<file path="src/rtl/intCtlPkg.sv">
package intCtlPkg;
  typedef enum logic [2:0] {
    SRC_NONE = 3'd0,
    SRC_TRAP = 3'd1,
    SRC_R75  = 3'd2,
    SRC_R65  = 3'd3,
    SRC_R55  = 3'd4,
    SRC_GEN  = 3'd5
  } srcT;

  // strobes from control to datapath
  typedef struct packed {
    logic accept;
    srcT  src;
    logic clrIe;
    logic setIe;
    logic clrPend75;
    logic wrMask;
  } strobeT;

  localparam int RESTART_N = 3;
endpackage

</file>
<file path="src/rtl/intCtlCtrl.sv">
module intCtlCtrl
  import intCtlPkg::*;
(
  input  logic                 instBoundary,
  input  logic                 trapReq,
  input  logic                 rst65Req,
  input  logic                 rst55Req,
  input  logic                 genReq,
  input  logic                 eiCmd,
  input  logic                 diCmd,
  input  logic                 maskWr,
  input  logic                 maskClr75,
  input  logic                 ie,
  input  logic [RESTART_N-1:0] mask,
  input  logic                 pend75,
  output strobeT               stb
);
  srcT win;

  // fixed priority: trap, then enabled restarts high to low, then general
  always_comb begin
    win = SRC_NONE;
    if (trapReq)                      win = SRC_TRAP;
    else if (ie) begin
      if (pend75 && !mask[2])         win = SRC_R75;
      else if (rst65Req && !mask[1])  win = SRC_R65;
      else if (rst55Req && !mask[0])  win = SRC_R55;
      else if (genReq)                win = SRC_GEN;
    end
  end

  always_comb begin
    stb.accept    = instBoundary && (win != SRC_NONE);
    stb.src       = stb.accept ? win : SRC_NONE;
    stb.clrIe     = (stb.accept && (win != SRC_TRAP)) || diCmd;
    stb.setIe     = eiCmd;
    stb.clrPend75 = (stb.accept && (win == SRC_R75)) || (maskWr && maskClr75);
    stb.wrMask    = maskWr;
  end
endmodule

</file>
<file path="src/rtl/intCtlDp.sv">
module intCtlDp
  import intCtlPkg::*;
#(
  parameter int         VEC_W    = 8,
  parameter logic [7:0] VEC_TRAP = 8'h24,
  parameter logic [7:0] VEC_R75  = 8'h3C,
  parameter logic [7:0] VEC_R65  = 8'h34,
  parameter logic [7:0] VEC_R55  = 8'h2C
)(
  input  logic                 clk,
  input  logic                 rstN,
  input  strobeT               stb,
  input  logic                 rst75Req,
  input  logic                 rst65Req,
  input  logic                 rst55Req,
  input  logic [RESTART_N-1:0] maskWrData,
  output logic                 ie,
  output logic [RESTART_N-1:0] mask,
  output logic                 pend75,
  output logic                 takeValid,
  output logic [2:0]           takeSrc,
  output logic [VEC_W-1:0]     vectorAddr,
  output logic                 intAck,
  output logic [7:0]           status
);
  logic prev75;
  logic edge75;
  logic [VEC_W-1:0] vecSel;

  assign edge75 = rst75Req && !prev75;

  always_comb begin
    unique case (stb.src)
      SRC_TRAP: vecSel = VEC_W'(VEC_TRAP);
      SRC_R75:  vecSel = VEC_W'(VEC_R75);
      SRC_R65:  vecSel = VEC_W'(VEC_R65);
      SRC_R55:  vecSel = VEC_W'(VEC_R55);
      default:  vecSel = '0;
    endcase
  end

  always_ff @(posedge clk) begin
    if (!rstN) begin
      ie         <= 1'b0;
      mask       <= '1;
      pend75     <= 1'b0;
      prev75     <= 1'b0;
      takeValid  <= 1'b0;
      takeSrc    <= '0;
      vectorAddr <= '0;
      intAck     <= 1'b0;
    end else begin
      prev75 <= rst75Req;
      if (stb.clrPend75)  pend75 <= 1'b0;
      else if (edge75)    pend75 <= 1'b1;
      if (stb.clrIe)      ie <= 1'b0;
      else if (stb.setIe) ie <= 1'b1;
      if (stb.wrMask)     mask <= maskWrData;
      takeValid  <= stb.accept;
      takeSrc    <= stb.src;
      vectorAddr <= vecSel;
      intAck     <= stb.src == SRC_GEN;
    end
  end

  assign status = {1'b0, pend75, rst65Req, rst55Req, ie, mask};
endmodule

</file>
<file path="src/rtl/intCtl.sv">
module intCtl
  import intCtlPkg::*;
#(
  parameter int VEC_W = 8
)(
  input  logic             clk,
  input  logic             rstN,
  input  logic             instBoundary,
  input  logic             trapReq,
  input  logic             rst75Req,
  input  logic             rst65Req,
  input  logic             rst55Req,
  input  logic             genReq,
  input  logic             eiCmd,
  input  logic             diCmd,
  input  logic             maskWr,
  input  logic [2:0]       maskWrData,
  input  logic             maskClr75,
  output logic             takeValid,
  output logic [2:0]       takeSrc,
  output logic [VEC_W-1:0] vectorAddr,
  output logic             intAck,
  output logic [7:0]       status
);
  strobeT                 stb;
  logic                   ie;
  logic                   pend75;
  logic [RESTART_N-1:0]   mask;

  intCtlCtrl u_ctrl (
    .instBoundary(instBoundary), .trapReq(trapReq), .rst65Req(rst65Req),
    .rst55Req(rst55Req), .genReq(genReq), .eiCmd(eiCmd), .diCmd(diCmd),
    .maskWr(maskWr), .maskClr75(maskClr75), .ie(ie), .mask(mask),
    .pend75(pend75), .stb(stb)
  );

  intCtlDp #(.VEC_W(VEC_W)) u_dp (
    .clk(clk), .rstN(rstN), .stb(stb), .rst75Req(rst75Req),
    .rst65Req(rst65Req), .rst55Req(rst55Req), .maskWrData(maskWrData),
    .ie(ie), .mask(mask), .pend75(pend75), .takeValid(takeValid),
    .takeSrc(takeSrc), .vectorAddr(vectorAddr), .intAck(intAck),
    .status(status)
  );
endmodule

</file>
<file path="config.mk">
export PLATFORM = sky130hd
export DESIGN_NAME = intCtl
export DESIGN_NICKNAME = d
export VERILOG_FILES = /design/src/rtl/intCtlPkg.sv /design/src/rtl/intCtlCtrl.sv /design/src/rtl/intCtlDp.sv /design/src/rtl/intCtl.sv
export SDC_FILE = /design/constraint.sdc
export NUM_CORES = 1
export LEC_CHECK = 0
export ABC_AREA = 0
export BUFFER_PORTS_ARGS = -buffer_cell sky130_fd_sc_hd__buf_4
export CORE_ASPECT_RATIO = 0.9
export CORE_UTILIZATION = 30
export DETAILED_ROUTE_END_ITERATION = 12
export PLACE_DENSITY_LB_ADDON = 0.12
export SLEW_MARGIN = 10
export SYNTH_ARGS = -nofsm -noshare
export SYNTH_HDL_FRONTEND = slang
export SYNTH_SLANG_ARGS = --single-unit
</file>
<file path="constraint.sdc">
create_clock -name clk -period 2 [get_ports clk]
set_clock_uncertainty 0.05 [all_clocks]
set_input_delay 0.3 -clock clk [delete_from_list [all_inputs] [get_ports clk]]
set_output_delay 0.3 -clock clk [all_outputs]
set_load 0.1 [all_outputs]
</file>
Word-level counts from Yosys, hierarchy flattened. Index checks and enable logic that the tools add are counted.

Register bits after elaboration: 19. Bits of input ports: 15. Output and inout bits: 21. Logic and storage cells: 41.

Eq/ne operators: 7. Muxes and demuxes: 8. Bitwise gates (word level): 1. Reductions and logical operators: 17.

Operators with widths (count): one-hot mux 6 bit (4 select lines) (1); two-way mux 3 bit (7); equality test 3 x 2 -> 1 bit, second input constant (3); logical AND 1 bit (8); equality test 3 bit, second input constant (2); logical NOT 1 bit (4); OR reduction 2 bit (2); equality test 3 x 1 -> 1 bit, second input constant (1); != test 3 x 1 -> 1 bit, second input constant (1); nonzero test 3 bit (1); logical OR 1 bit (2); inverter 1 bit (1).

Depth between registers and ports, before layout. Gate-level depths: netlist of run 1.

Word-level depth: 12. Gate-level depth with buffers: 4. Gate-level depth less buffers: 4.

By module. A second synthesis of run 1 with hierarchy kept.

Cell total of the unflattened synthesis: 78. Area, all modules: 718.2 um2.

Modules (own cells, without submodules): intCtlDp (instances 1, cells each 52, area each 541.8 um2, seq. area each 280.3 um2); intCtlCtrl (instances 1, cells each 26, area each 176.4 um2, seq. area each 0.0 um2).

Worst setup path after synthesis of run 1. Ideal clock, no wire load.

Path type: reg2reg. From: register u_dp.mask[1]. To: register u_dp.vectorAddr[2]. Setup time: 0.070 ns. Data arrival time: 1.777 ns. Required time: 1.880 ns. Setup slack: 0.103 ns. Cell stages (with the launch flop): 5. Path buffers: 0. Path through: dfxtp_1 -> and2b_4 -> a211oi_1 -> o41ai_1 -> a21oi_1.

Word-level cells in the longest chain between the ends: 11. Elaborated cells on any way between the ends: 14.

RTL lines: start: declaration (line intCtlDp.sv:18) `output logic [RESTART_N-1:0] mask,`; start signal: assignment (line intCtlDp.sv:58) `if (stb.wrMask) mask <= maskWrData;`; logical NOT 1 bit (*) (line intCtlCtrl.sv:26) `else if (rst65Req && !mask[1]) win = SRC_R65;`; logical AND 1 bit (*) (line intCtlCtrl.sv:26); two-way mux 3 bit (*) (line intCtlCtrl.sv:26); two-way mux 3 bit (*) (line intCtlCtrl.sv:25) `if (pend75 && !mask[2]) win = SRC_R75;`; two-way mux 3 bit (*) (line intCtlCtrl.sv:24) `else if (ie) begin`; two-way mux 3 bit (*) (line intCtlCtrl.sv:23) `if (trapReq) win = SRC_TRAP;`; nonzero test 3 bit (line intCtlCtrl.sv:33) `stb.accept = instBoundary && (win != SRC_NONE);`; logical AND 1 bit (line intCtlCtrl.sv:33); two-way mux 3 bit (*) (line intCtlCtrl.sv:34) `stb.src = stb.accept ? win : SRC_NONE;`; equality test 3 bit, or another cell as far along (line intCtlDp.sv:33) `unique case (stb.src)`; one-hot mux 6 bit (4 select lines) (*) (line intCtlDp.sv:33); end signal: assignment (line intCtlDp.sv:61) `vectorAddr <= vecSel;`; end: declaration (line intCtlDp.sv:22) `output logic [VEC_W-1:0] vectorAddr,`.

Every way passes the cells marked *; elsewhere a longest branch is shown, timed or not. A chain may end at the register's enable or synchronous reset.

Worst setup path after layout of run 1. Ends and elaborated chain as after synthesis.

==> results of run 1 <==
-- layer usage --
| metal | global-route usage (%) | up-vias | wire (um) |
|---|---|---|---|
| met1 | 10.4 | 224 | 479 |
| met2 | 17.7 | 24 | 547 |
| li1 | - | 272 | - |
| met5 | 0 | - | 0 |
| met3 | 6.80 | 4 | 98 |
| met4 | 5.41 | 0 | 20 |
-- how the worst min path moves through the flow --
stage / depth (start not counted) / end
floorplan: 2 / u_dp.mask[0]
global placement: 2 / u_dp.mask[1]
detailed placement: 2 / u_dp.mask[1]
CTS: 3 / u_dp.mask[0]
global route: 3 / u_dp.mask[2]
finish: 2 / u_dp.prev75
-- final cells by class --
cell class                 count  area [um2]  area share, %
multi-input combinational     44         309           34.7
sequential                    14         280           31.5
timing repair buffer          30         225           25.3
clock buffer                   4        36.3           4.08
tap                           25        31.3           3.52
inverter                       2        7.51          0.844
-- registers in the layout (all words and copies together) (netlist names) --
name	flops
u_dp.intAck	1
u_dp.ie	1
u_dp.takeSrc	3
u_dp.vectorAddr	3
u_dp.prev75	1
u_dp.pend75	1
u_dp.takeValid	1
u_dp.mask	3
-- metrics by stage --
step                      std cells  util [%]  cell area, um2
after global placement          115      42.5             853
after global routing            119      44.3             890
after CTS                       119      44.3             890
final                           119      44.3             890
after detailed placement        115      42.5             853
after floorplan                  71         -             683
-- power by group --
group | total (uW) | internal [uW] | switching (uW)
Combinational | 218 | 52.0 | 167
Sequential | 296 | 289 | 6.85
Clock | 194 | 111 | 83.0
-- logic make-up (layout without fill, tap and decap cells) --
group / after synthesis / count (layout) / share of synthesized area [%]
buffers and inverters: 13 / 36 / 14.0
AO/OA/AOI/OAI: 12 / 12 / 13.3
other: 1 / 5 / 0.561
AND/OR/NAND/NOR: 24 / 24 / 25.7
multiplexers: 3 / 3 / 4.49
flip-flops: 14 / 14 / 41.9
-- cell usage in the layout, fill, tap and decap left out, types with 2 or more instances in the layout --
cell type,n
nor2b_1,2
a21oi_1,3
clkbuf_4,3
nand2_1,5
buf_4,30
nor2_1,4
inv_1,2
mux2i_1,3
nand2b_1,3
conb_1,5
dfxtp_1,14
a211oi_1,2
-- cell usage after synthesis, types with 2 or more instances --
library cell | instances | share of area (%)
a21oi_1 | 3 | 2.2
nand2b_1 | 3 | 2.8
buf_4 | 10 | 11
a211oi_1 | 2 | 2.2
nor2_1 | 4 | 2.2
nor2b_1 | 2 | 1.9
mux2i_1 | 3 | 4.5
inv_1 | 2 | 1.1
dfxtp_1 | 14 | 42
nand2_1 | 5 | 2.8
-- critical path, stage by stage, from the launching register on --
cell and delay (ns):
dfxtp_1 0.32, and2b_4 0.30, a211oi_1 0.08, o41ai_1 0.43
a21oi_1 0.07
==> reports/metrics.csv, run 1 <==
metric;value;unit
status;finished clean;
Die ar.;2420;um2
WHS;0.188;ns
fin crit share;68.6;%
fmax;729;MHz
height of the die;46.8;um
DIE WIDTH;51.7;um
Vias/cell;4.40;
Num CTS Buffers;3;
GR Overflow Total;0;
Main synth FF type;dfxtp_1;
Crit Path Category;reg2reg;
Pre-Repair DR Iteration Count;2;
port bufs;30;
max_cap viols;0;
RR Endpoint;u_dp.vectorAddr[2];
Crit. Startpoint;u_dp.mask[1];
number of DRC markers in iteration 0;1;
RSZ-0062 raised after global routing;false;
CTS hold repair buffers;0;
CTS Buffer Depth;2;
Tot Pwr;708;uW
final net count;110;
layout cells sized above 1;44.7;%
Sink Count;14;
first-pass GRT wire length;1.76;mm
CP Launch Type;flip-flop;
Post-Route WL;1.15;mm
Worst Path Required;2.10;ns
Final Critical Period;1.37;ns
Setup Fix Bufs, Post-CTS;0;
Starting Density;33.3;%
synthesized cell area;668;um2
PnR worst setup slack;0.628;ns
worst reg2reg path depth;4;
Reg-to-Reg Start;u_dp.mask[1];
Mean Syn Cell Area;9.97;um2
Power Dens Cells;796;nW/um2
TNS Setup;0;ns
post-synthesis sequential element count;14;
synth unique cells;29;
latest clock arrival within the worst-skew pair;0.27;ns
CP arrival;1.47;ns
Critical Path End;u_dp.vectorAddr[2];
critical path fanouts, max;6;
number of max-slew violations in the final report;0;
Detail Route Antenna Nets;0;
YS warnings;0;
DP HPWL;985;um
clock tree from TritonCTS;built;
Finish-stage setup viols;0;
Rows;15;
setup slack, reg-to-reg;0.63;ns
area grow syn2layout;33.1;%
largest net degree at the start of global routing;11;
RD Place Congestion;0.759;
antenna violations before repair;0;
PostCTS Resize Cnt;0;
via count;524;
register area share after synthesis;41.9;%
core outline area;2010;um2
Root Driver;clkbuf_4;
Max H-tree Level;1;
FILL cells;205;
async set-reset flop share out of synthesis;0;%
Leak;0.000416;uW
maximum VDD drop;0.000457;V
EDFF count, synth;0;
Placement Setup Slack;0.627;ns
number of global-route vias before repair;460;
Cells after Synth;67;
HP Class;in2reg;
CTS clock-pin slew for the worst setup and hold paths;0.08;ns
final hold violation count;0;
Ports;36;
CP endpoint kind;flip-flop;
Avg WL per Cell;9.63;um
diode count;0;
hold_sp;rst75Req;
DR DRC count;0;
Tot GR Track Use;10.6;%
Note: power is estimated with default switching activity, not from simulation.
==> inputs of run 2 (changes only) <==
==> constraint.sdc (replaced) <==
create_clock -name clk -period 1.3 [get_ports clk]
set_clock_uncertainty 0.05 [all_clocks]
set_input_delay 0.195 -clock clk [delete_from_list [all_inputs] [get_ports clk]]
set_output_delay 0.195 -clock clk [all_outputs]
set_load 0.1 [all_outputs]
==> run 2 against run 1 <==
Via count is 5.3% higher. Worst hold slack worse by 0.12 ns. Critical path type unchanged. The run now ends with setup timing left. Non-clock buffer count rose by 3. Sequential cell count did not move. Utilization up 3.7 points.
==> reports/metrics.csv, run 2 (synthesized netlist as in run 1, its figures left out) <==
metric;value;unit
RD Place Congestion;0.760;
CP endpoint kind;flip-flop;
CP max-delay cell;o41ai_2;
port bufs;30;
CTS clock-pin slew for the worst setup and hold paths;0.09;ns
Vias/cell;4.52;
hold_sp;maskWrData[2];
Net Sw Power;420;uW
Seq pwr share;40.1;%
GRT met1 Usage;12.7;%
height of the die;46.8;um
RSZ-0062 raised after global routing;true;
Max H-tree Level;1;
antenna violations before repair;0;
Util after Layout;48.0;%
setup slack, reg-to-reg;-0.04;ns
Tot GR Track Use;13.2;%
area grow syn2layout;44.2;%
Detail Route Antenna Nets;0;
CTS Buffer Depth;2;
Tot Pwr;1130;uW
largest net degree at the start of global routing;11;
hold path depth;3;
Net Sw Frac;37.2;%
Sink Count;14;
met3 Use GR;7.12;%
RR Endpoint;u_dp.vectorAddr[2];
number of global-route vias before repair;505;
via count;552;
cell family with most CP delay;compound AO/OA/AOI/OAI gates;
max_cap viols;0;
commonest non-fill, non-tap cell in the layout;buf_4;
CP peak stage delay;0.39;ns
most frequent cells in the layout;buf_4 (32), dfxtp_1 (10), nand2_1 (5), conb_1 (5), nor2_1 (4);
DIE WIDTH;51.7;um
number of max-slew violations in the final report;0;
Setup Fix Bufs, Post-CTS;0;
Power Dens Cells;1170;nW/um2
first-pass GRT wire length;2.08;mm
status;finished, violations left;
gr busiest metal;met2;
Reg-to-Reg Start;u_dp.mask[1];
Pre-Repair DR Iteration Count;2;
placed insts;118;
final net count;113;
Finished Layout Cells;122;
critical path fanouts, max;6;
core outline area;2010;um2
CP Buf/Inv Count;0;
HP Class;in2reg;
Finish-stage setup viols;1;
Root Driver;clkbuf_4;
worst reg2reg path depth;4;
Finished Cell Area;963;um2
Gate power share;31.9;%
dpl cell area;893;um2
fmax;747;MHz
final hold violation count;0;
CP arrival;1.45;ns
clock tree from TritonCTS;built;
layout cells sized above 1;54.6;%
Num CTS Buffers;3;
Ports;36;
hold endpoint;u_dp.mask[2];
maximum VDD drop;0.000727;V
latest clock arrival within the worst-skew pair;0.29;ns
DP HPWL;1.07;mm
Crit Path Category;reg2reg;
Post-Route WL;1.32;mm
Avg WL per Cell;10.8;um
Worst Path Required;1.41;ns
Final Critical Period;1.34;ns
CP Launch Type;flip-flop;
global routing usage on met2;20.3;%
Die ar.;2420;um2
Top Registers;u_dp.mask: 3 flops, u_dp.takeSrc: 3 flops, u_dp.vectorAddr: 3 flops;
GR Overflow Total;0;
Rows;15;
number of DRC markers in iteration 0;3;
diode count;0;
failing checks;setup timing;
internal cell power;707;uW
Leak;0.000451;uW
PnR worst setup slack;-0.0383;ns
clock network fraction of design power;28.0;%
Starting Density;33.3;%
DR DRC count;0;
critical-path cell list;and2b_4, a211oi_4, o41ai_2, a21oi_1;
fin crit share;103;%
==> run 2: worst register-to-register path: stages, from the launching register on <==
cell	delay, ns
dfxtp_4	0.34
and2b_4	0.30
a211oi_4	0.05
o41ai_2	0.39
a21oi_1	0.07
==> run 2: area by class of cell <==
| cell class | count | area [um2] |
|---|---|---|
| Clock buffer | 4 | 36.3 |
| Fill cell | 198 | 1040 |
| Multi-Input combinational cell | 44 | 344 |
| Timing Repair Buffer | 33 | 251 |
| Tap cell | 25 | 31.3 |
| Inverter | 2 | 7.51 |
| Sequential cell | 14 | 293 |
==> run 2: repair_timing <==
item,in CTS,in global routing
gates resized for setup,2,3
pin swaps,1,2
hold buffers,0,0
endpoints found under the setup margin,1,5
endpoints found under the hold margin,0,0
==> run 2: worst max-delay path by stage <==
stage	end	depth (start not counted)	slack [ns]	from
after floorplan	u_dp.ie	4	-0.13	u_dp.mask[1]
after global placement	u_dp.vectorAddr[2]	4	-0.004	u_dp.mask[1]
after detailed placement	u_dp.vectorAddr[2]	4	-0.09	u_dp.mask[1]
after CTS	u_dp.vectorAddr[2]	4	-0.02	u_dp.mask[1]
after global routing	u_dp.ie	4	-0.06	u_dp.mask[2]
final	u_dp.vectorAddr[2]	4	-0.04	u_dp.mask[1]
==> run 2: power by group through the flow <==
stage / combinational (uW) / clock [uW] / sequential (uW)
after floorplan: 208 / 0 / 542
after global placement: 349 / 0 / 462
after detailed placement: 348 / 0 / 462
after CTS: 355 / 328 / 452
after global routing: 375 / 349 / 455
final: 360 / 316 / 452
==> run 2: layer usage <==
metal,up-vias,wire length (um)
met3,7,88
met2,21,665
met1,245,507
li1,279,-
met4,0,61
met5,-,0
==> run 2: stage by stage <==
stage	setup slack, ns	TNS [ns]	hold WS [ns]
5_1_grt	-0.0621	-0.124	0.0610
3_5_place_dp	-0.0900	-0.0900	0.363
6_report	-0.0383	-0.0383	0.0652
2_1_floorplan	-0.128	-0.460	0.272
4_1_cts	-0.0189	-0.0189	0.0594
3_3_place_gp	-0.00431	-0.00431	0.363
